--- src/rtl/gray_pwm_pkg.sv ---
package gray_pwm_pkg;
   localparam int ST_W      = 4;
   localparam int IDX_IDLE  = 0;
   localparam int IDX_START = 1;
   localparam int IDX_ON    = 2;
   localparam int IDX_OFF   = 3;

   typedef logic [ST_W-1:0] pwm_state_t;

   localparam pwm_state_t ST_IDLE  = pwm_state_t'(1) << IDX_IDLE;
   localparam pwm_state_t ST_START = pwm_state_t'(1) << IDX_START;
   localparam pwm_state_t ST_ON    = pwm_state_t'(1) << IDX_ON;
   localparam pwm_state_t ST_OFF   = pwm_state_t'(1) << IDX_OFF;
endpackage

--- src/rtl/gpwm_gray_counter.sv ---
module gpwm_gray_counter #(
   parameter int W = 6
) (
   input  logic         clk,
   input  logic         rst,
   input  logic         en,
   output logic [W-1:0] cnt_g,
   output logic         at_zero,
   output logic         at_last
);
   localparam logic [W-1:0] LAST_G = {1'b1, {(W-1){1'b0}}};

   logic [W-1:0] cnt_q;
   logic [W-1:0] bin_now;
   logic [W-1:0] bin_inc;
   logic [W-1:0] cnt_d;

   // Gray to binary: each binary bit is the parity of the Gray bits at and above it
   for (genvar i = 0; i < W; i++) begin : g_g2b
      assign bin_now[i] = ^cnt_q[W-1:i];
   end

   assign bin_inc = bin_now + 1'b1;
   assign cnt_d   = bin_inc ^ (bin_inc >> 1);

   always_ff @(posedge clk) begin
      if (rst || !en) cnt_q <= '0;
      else            cnt_q <= cnt_d;
   end

   assign cnt_g   = cnt_q;
   assign at_zero = (cnt_q == '0);
   assign at_last = (cnt_q == LAST_G);

   AST_GRAY_STEP: assert property (@(posedge clk) disable iff (rst)
      en |=> ($countones(cnt_q ^ $past(cnt_q)) == 1));
   AST_GRAY_WRAP: assert property (@(posedge clk) disable iff (rst)
      (en && cnt_q == LAST_G) |=> (cnt_q == '0));
   AST_HOLD_ZERO: assert property (@(posedge clk) disable iff (rst)
      !en |=> (cnt_q == '0));
endmodule

--- src/rtl/gpwm_duty_cmp.sv ---
module gpwm_duty_cmp #(
   parameter int W = 6
) (
   input  logic         clk,
   input  logic         rst,
   input  logic         en,
   input  logic [W-1:0] duty,
   input  logic [W-1:0] cnt_g,
   input  logic         at_last,
   output logic         match
);
   logic [W-1:0] duty_gray;
   logic [W-1:0] duty_g_q;
   logic         load;

   assign duty_gray = duty ^ (duty >> 1);
   assign load      = rst || !en || at_last;

   always_ff @(posedge clk) begin
      if (load) duty_g_q <= duty_gray;
   end

   assign match = (cnt_g == duty_g_q);

   AST_DUTY_HOLD: assert property (@(posedge clk) disable iff (rst)
      (en && !at_last) |=> $stable(duty_g_q));
endmodule

--- src/rtl/gpwm_onehot_fsm.sv ---
module gpwm_onehot_fsm
   import gray_pwm_pkg::*;
(
   input  logic clk,
   input  logic rst,
   input  logic en,
   input  logic at_zero,
   input  logic match,
   output logic pwm_o
);
   pwm_state_t state_q;
   pwm_state_t state_d;
   logic       sr_set;
   logic       sr_clr;

   // latch set at period start, cleared on compare match (clear wins)
   assign sr_clr = match;
   assign sr_set = at_zero && !match;

   always_comb begin
      if (!en || !$onehot(state_q))            state_d = ST_IDLE;
      else if (sr_clr)                         state_d = ST_OFF;
      else if (sr_set)                         state_d = ST_START;
      else if (state_q[IDX_START] || state_q[IDX_ON]) state_d = ST_ON;
      else                                     state_d = ST_OFF;
   end

   always_ff @(posedge clk) begin
      if (rst) state_q <= ST_IDLE;
      else     state_q <= state_d;
   end

   assign pwm_o = state_q[IDX_START] || state_q[IDX_ON];

   AST_ONE_HOT: assert property (@(posedge clk) disable iff (rst)
      $onehot(state_q));
   AST_RST_IDLE: assert property (@(posedge clk)
      rst |=> (state_q == ST_IDLE && !pwm_o));
   AST_OFF_AFTER_MATCH: assert property (@(posedge clk) disable iff (rst)
      (en && match) |=> !pwm_o);
   AST_HIGH_AT_START: assert property (@(posedge clk) disable iff (rst)
      (en && at_zero && !match) |=> pwm_o);
   AST_IDLE_WHEN_OFF: assert property (@(posedge clk) disable iff (rst)
      !en |=> (state_q == ST_IDLE && !pwm_o));
endmodule

--- src/rtl/gray_pwm.sv ---
module gray_pwm #(
   parameter int CNT_W = 6
) (
   input  logic             clk,
   input  logic             rst,
   input  logic             en,
   input  logic [CNT_W-1:0] duty,
   output logic             pwm_o
);
   localparam int MIN_W = 2;
   localparam int MAX_W = 16;

   if (CNT_W < MIN_W || CNT_W > MAX_W) begin : g_bad_width
      $error("gray_pwm: CNT_W out of supported range");
   end

   logic [CNT_W-1:0] cnt_g;
   logic             at_zero;
   logic             at_last;
   logic             match;

   gpwm_gray_counter #(.W(CNT_W)) u_counter (
      .clk     (clk),
      .rst     (rst),
      .en      (en),
      .cnt_g   (cnt_g),
      .at_zero (at_zero),
      .at_last (at_last)
   );

   gpwm_duty_cmp #(.W(CNT_W)) u_cmp (
      .clk     (clk),
      .rst     (rst),
      .en      (en),
      .duty    (duty),
      .cnt_g   (cnt_g),
      .at_last (at_last),
      .match   (match)
   );

   gpwm_onehot_fsm u_fsm (
      .clk     (clk),
      .rst     (rst),
      .en      (en),
      .at_zero (at_zero),
      .match   (match),
      .pwm_o   (pwm_o)
   );
endmodule

--- config.mk ---
export PLATFORM = sky130hd
export DESIGN_NAME = gray_pwm
export DESIGN_NICKNAME = d
export VERILOG_FILES = /design/src/rtl/gray_pwm_pkg.sv /design/src/rtl/gpwm_gray_counter.sv /design/src/rtl/gpwm_duty_cmp.sv /design/src/rtl/gpwm_onehot_fsm.sv /design/src/rtl/gray_pwm.sv
export SDC_FILE = /design/constraint.sdc
export NUM_CORES = 1
export LEC_CHECK = 0
export ABC_AREA = 1
export BUFFER_PORTS_ARGS = -buffer_cell sky130_fd_sc_hd__buf_4
export CORE_MARGIN = 4
export CORE_UTILIZATION = 40
export DETAILED_ROUTE_END_ITERATION = 8
export GPL_TIMING_DRIVEN = 0
export PLACE_DENSITY = 0.62
export SLEW_MARGIN = 20
export SYNTH_ARGS = -nofsm -noshare
export SYNTH_HDL_FRONTEND = slang
export SYNTH_HIERARCHICAL = 1
export SYNTH_SLANG_ARGS = --single-unit
--- constraint.sdc ---
create_clock -name clk -period 2.22 [get_ports clk]
set_input_delay 0.222 -clock clk [delete_from_list [all_inputs] [get_ports clk]]
set_output_delay 0.222 -clock clk [all_outputs]
set_load 0.005 [all_outputs]
# After elaboration in Yosys (flattened, before gate mapping)
# Index checks and enable logic that the tools add are counted.
# classes
bitwise	2
eq_ne	3
n_mux	3
reduce_logical	17
add_sub_neg	4
# op_table
operator	n
two-way mux 4 bit	3
XOR 6 x 5 -> 6 bit	2
adder 6 x 1 -> 6 bit (second input constant)	1
== test 6 bit	1
== test 6 bit (second input constant)	1
zero test 6 bit	1
XOR reduction 6 bit	1
XOR reduction 5 bit	1
adder 1 x 1 -> 2 bit	2
logical OR 1 bit	4
OR reduction 4 bit	1
XOR reduction 4 bit	1
adder 3 bit	1
== test 3 x 1 -> 1 bit (second input constant)	1
zero test 1 bit	3
OR reduction 3 bit	1
XOR reduction 3 bit	1
OR reduction 2 bit	1
XOR reduction 2 bit	1
logical AND 1 bit	1
# totals
out_inout_bits	1
reg_bits	16

# Longest topological paths before layout
# depth
word_depth	6
mapped_depth	15

# Modules after synthesis
# The synthesis kept the hierarchy.
# by_module_without_submodules
mod	area_per_inst_um2	cells_each	instances
gpwm_gray_counter	503.0	73	1
gpwm_duty_cmp	346.6	40	1
gpwm_onehot_fsm	209.0	25	1

# Worst setup path before layout
# No wires, ideal clock.
# synth_path
kind	reg-to-reg
startpoint	register u_counter.cnt_q[5], in the netlist u_counter/cnt_g[5]
endpoint	register u_counter.cnt_q[1], in the netlist u_counter/cnt_g[1]
period_less_slack_ns	2.111
path_slack_ns	0.109
arrival_time_ns	1.990
path_buffers	0
path_stages_with_launch	13
setup_time_ns	0.121
required_ns	2.099
path_cell_list	dfxtp_1 inv_1 ha_1 inv_1 nand2_1 nand2_2 nand2_2 inv_2 or2_2 ha_1 xor2_2 o21ai_0 a21oi_1
# synth_between
elab_chain_len	3
# synth_rtl
element	line	text
start, declared	gpwm_gray_counter.sv:13	logic [W-1:0] cnt_q;
start signal, assigned	gpwm_gray_counter.sv:28	else cnt_q <= cnt_d;
XOR reduction 6 bit (tied with other cells)	gpwm_gray_counter.sv:20	assign bin_now[i] = ^cnt_q[W-1:i];
adder 6 x 1 -> 6 bit (*)	gpwm_gray_counter.sv:23	assign bin_inc = bin_now + 1'b1;
XOR 6 x 5 -> 6 bit (*)	gpwm_gray_counter.sv:24	assign cnt_d = bin_inc ^ (bin_inc >> 1);
# Every way passes the cells marked *; elsewhere a longest branch is shown, timed or not.
# A chain may end at the register's enable or synchronous reset.

# Worst setup path in the final report
# layout_path
startpoint	register u_counter.cnt_q[2], in the netlist u_counter/cnt_g[2]
endpoint	register u_counter.cnt_q[2], in the netlist u_counter/cnt_g[2]
# Same word-level chain as after synthesis.

==> results.md <==
* Initial Util at 0.4234
* Clk sinks at 16
* Leading area contributor after synthesis: dfxtp_1
* Max Slew Vio Count at 0
* Clk root buf: clkbuf_4
* Clock Latency Late Sink at 290 ps
* GRT Util Overall at 0.1324
* Synth cell types at 24
* Kind of end point of the critical path: register
* Kind of critical path: reg -> reg
* Via density at 4.689
* Top cells by count, synth: nand2_1 (29), inv_1 (25), nor2_1 (16)
* Hpwl dp at between 1500 and 2000 um
* PwrDens at around 780 nW/um2
* Number of flops mapped to enable cells by yosys at 6
* Largest net degree at the start of global routing at 10
* Site Rows at 18
* Fmax at about 0.5 GHz
* Yosys warns at 6
* Setup TNS at 0 ps
* Area of the multi-input gates at between 600 and 700 um2
* Critical path's slowest cell: dfxtp_2
* Die Y at between 50 and 60 um
* Leak at 0.5736 nW
* Crit path time final at about 2000 ps
* Maximum level of the CTS H-tree at 1
* Switching portion of total power at 0.3737
* Nets@finish at about 170
* DRC viols at 0
* Int Power at 604.5 uW
* Final hold vios at 0
* Worst EP arrival at around 2200 ps
* Gate Count Post-Synth at ~140
* Syn Nets at ~160
* Num ports at 10
* Critical path fanouts, max at 4
* FILL cells at between 200 and 300
* DR iter-0 viols at 27
* Gr ovfl total at 0
* Routed vias at 858
* Outcome: complete, no violations
* Routed wire length at about 2000 um
* Final worst path period share at 0.9223
* CP max stage delay at slightly below 400 ps
* CTS Buf Count at 3
* Vias in the first global route at ~840
* Detail Route Antenna Nets at 0
* Placed Instances at between 150 and 200
* Clock share of power at 0.169
* Register Area at between 300 and 400 um2
* IO buf count at 9
* Async S/R FF share, synth at 0
* Synthesized area per cell at 7.670 um2
* Die area at around 3500 um2
* Total Power at about 970 uW
* Switching power at 360.8 uW
* Core outline area at between 2000 and 2500 um2
* First-pass GRT wire length at about 3500 um
* Top FF cell, synth: dfxtp_1
* Mapped Area at ~1100 um2
* Sequential-to-total area share from yosys stat at 0.3593
* Max-slew headroom at 0.7224
* Area grow syn2layout at 17.38%
* CTS Buffer Depth at 2
* Worst-margin pin slew at around 410 ps
* Routability-driven placement congestion ratio at approximately 0.88
* Worst vdd ir at 0.4420 mV
* Area share of the largest cell type after synthesis at 0.1891
* Diode count at 0
* Hold WC Path Type: in -> reg
* Non-filler cells in the finished layout at ~180
* WP data required at 2410 ps
* Flops & latches, synth at 16
* Combinational share of power at 0.439
* Skew final at between 3 and 4 ps
* Wire per inst at between 10 and 15 um
* Layout cells sized above 1 at 0.2680
* CP Launch Type: register
* Top cells by area, synth: dfxtp_1 (19%), edfxtp_1 (17%), nand2_1 (10%), inv_1 (8.9%), ha_1 (8.3%)
* Die X at slightly below 60 um
* Worst-path clk slew at roughly 100 ps
* Hold buffer count at cts at 0
* CTS tree: done
* Finish-stage setup viols at 0
* Share of power burned in registers at 0.393
* Most frequent cell after synthesis: nand2_1
* Antenna violations before repair at 0
* Crit-path cells: inv_1 > ha_4 > inv_1 > nand2_1 > nand2_2 > nand2_2 > inv_2 > or2_2 > ha_2 > xor2_2 > nand3_1 > nand2_1 > nor2_1
* Drt pass-1 iters at 4
* Max-cap violation count at 0
[area by class of cell]
cell class / count / share of cell area
Timing Repair Buffer: 11 / 0.06647
Tap cell: 30 / 0.03021
Clock inverter: 1 / 0.003021
Inverter: 28 / 0.08459
Multi-Input combinational cell: 94 / 0.4834
Clock buffer: 3 / 0.01813
Sequential cell: 16 / 0.3142
[power groups by stage]
stage / logic, mW / clock network (mW) / registers (mW)
after floorplan: 0.318 / 0 / 0.381
after global placement: 0.386 / 0 / 0.386
after detailed placement: 0.409 / 0 / 0.388
after CTS: 0.412 / 0.171 / 0.381
after global routing: 0.487 / 0.187 / 0.388
final: 0.423 / 0.163 / 0.379
[logic make-up (layout without fill, tap and decap cells)]
kind of cell / count (synthesis) / count (layout) / synth area share
AOI/OAI and AO/OA: 7 / 7 / 0.03664
xor gates and xnor gates: 9 / 9 / 0.08866
adders and majority gates: 8 / 8 / 0.1017
buffers and inverters: 28 / 43 / 0.09929
DFF: 16 / 16 / 0.3593
and+or+nand+nor: 70 / 70 / 0.3144
[timing repair]
item | CTS | global route
gates resized for setup | 5 | 4
setup endpoints to repair | 4 | 4
setup buffers | 0 | 2
pin swaps | 0 | 1
[per-stage QoR]
| stage | hold slack (ps) | setup slack, ps | util | cell area [um2] |
|---|---|---|---|---|
| after floorplan | 320.9 | 109.1 | - | 1059 |
| after global placement | 416.8 | -60.02 | 0.4655 | 1164 |
| after detailed placement | 418.7 | -115.5 | 0.4655 | 1164 |
| after CTS | 102.0 | 10.62 | 0.4790 | 1197 |
| after global routing | 97.35 | -21.84 | 0.4970 | 1242 |
| final | 113.5 | 172.5 | 0.4970 | 1242 |
[path summary, 6_finish.rpt]
path | start | endpoint | slack, ps | cells after the start
min | duty[5] | u_cmp/duty_g_q[5] | 110 | 1
max reg2reg | u_counter/cnt_g[2] | u_counter/cnt_g[2] | 170 | 13
min reg2reg | u_fsm/state_q[1] | u_fsm/state_q[3] | 550 | 3
max | u_counter/cnt_g[2] | u_counter/cnt_g[2] | 170 | 13
[layer usage]
metal | track usage | wire [um] | up-vias
met5 | 0 | 0 | -
met4 | 0.05178 | 31 | 0
met3 | 0.02614 | 90 | 3
met2 | 0.2324 | 1006 | 19
met1 | 0.1564 | 835 | 386
li1 | - | - | 450
[worst max-delay path, delay by kind of cell, from the launching register on]
| family | cells | cell delay, ps |
|---|---|---|
| xor+xnor | 1 | 190 |
| fa+ha+maj | 2 | 500 |
| buf+inv | 3 | 170 |
| flops | 1 | 390 |
| simple gates | 7 | 690 |
[flip-flops by register name (all words and copies together) (netlist names)]
| signal | flops |
|---|---|
| u_counter/cnt_g | 6 |
| u_cmp/duty_g_q | 6 |
| u_fsm/state_q | 4 |
[placed cells by master, fill, tap and decap left out, drive strengths merged]
cell and instances:
nand2 35, inv 28, nor2 19, buf 11, nand3 11, dfxtp 10
ha 7, edfxtp 6, xor2 6, o21ai 4, clkbuf 3, a21oi 3
xnor2 3, and3 2, clkinv 1, or3b 1, or2 1, nor3 1
fa 1
(Power assumes the default switching activity.)
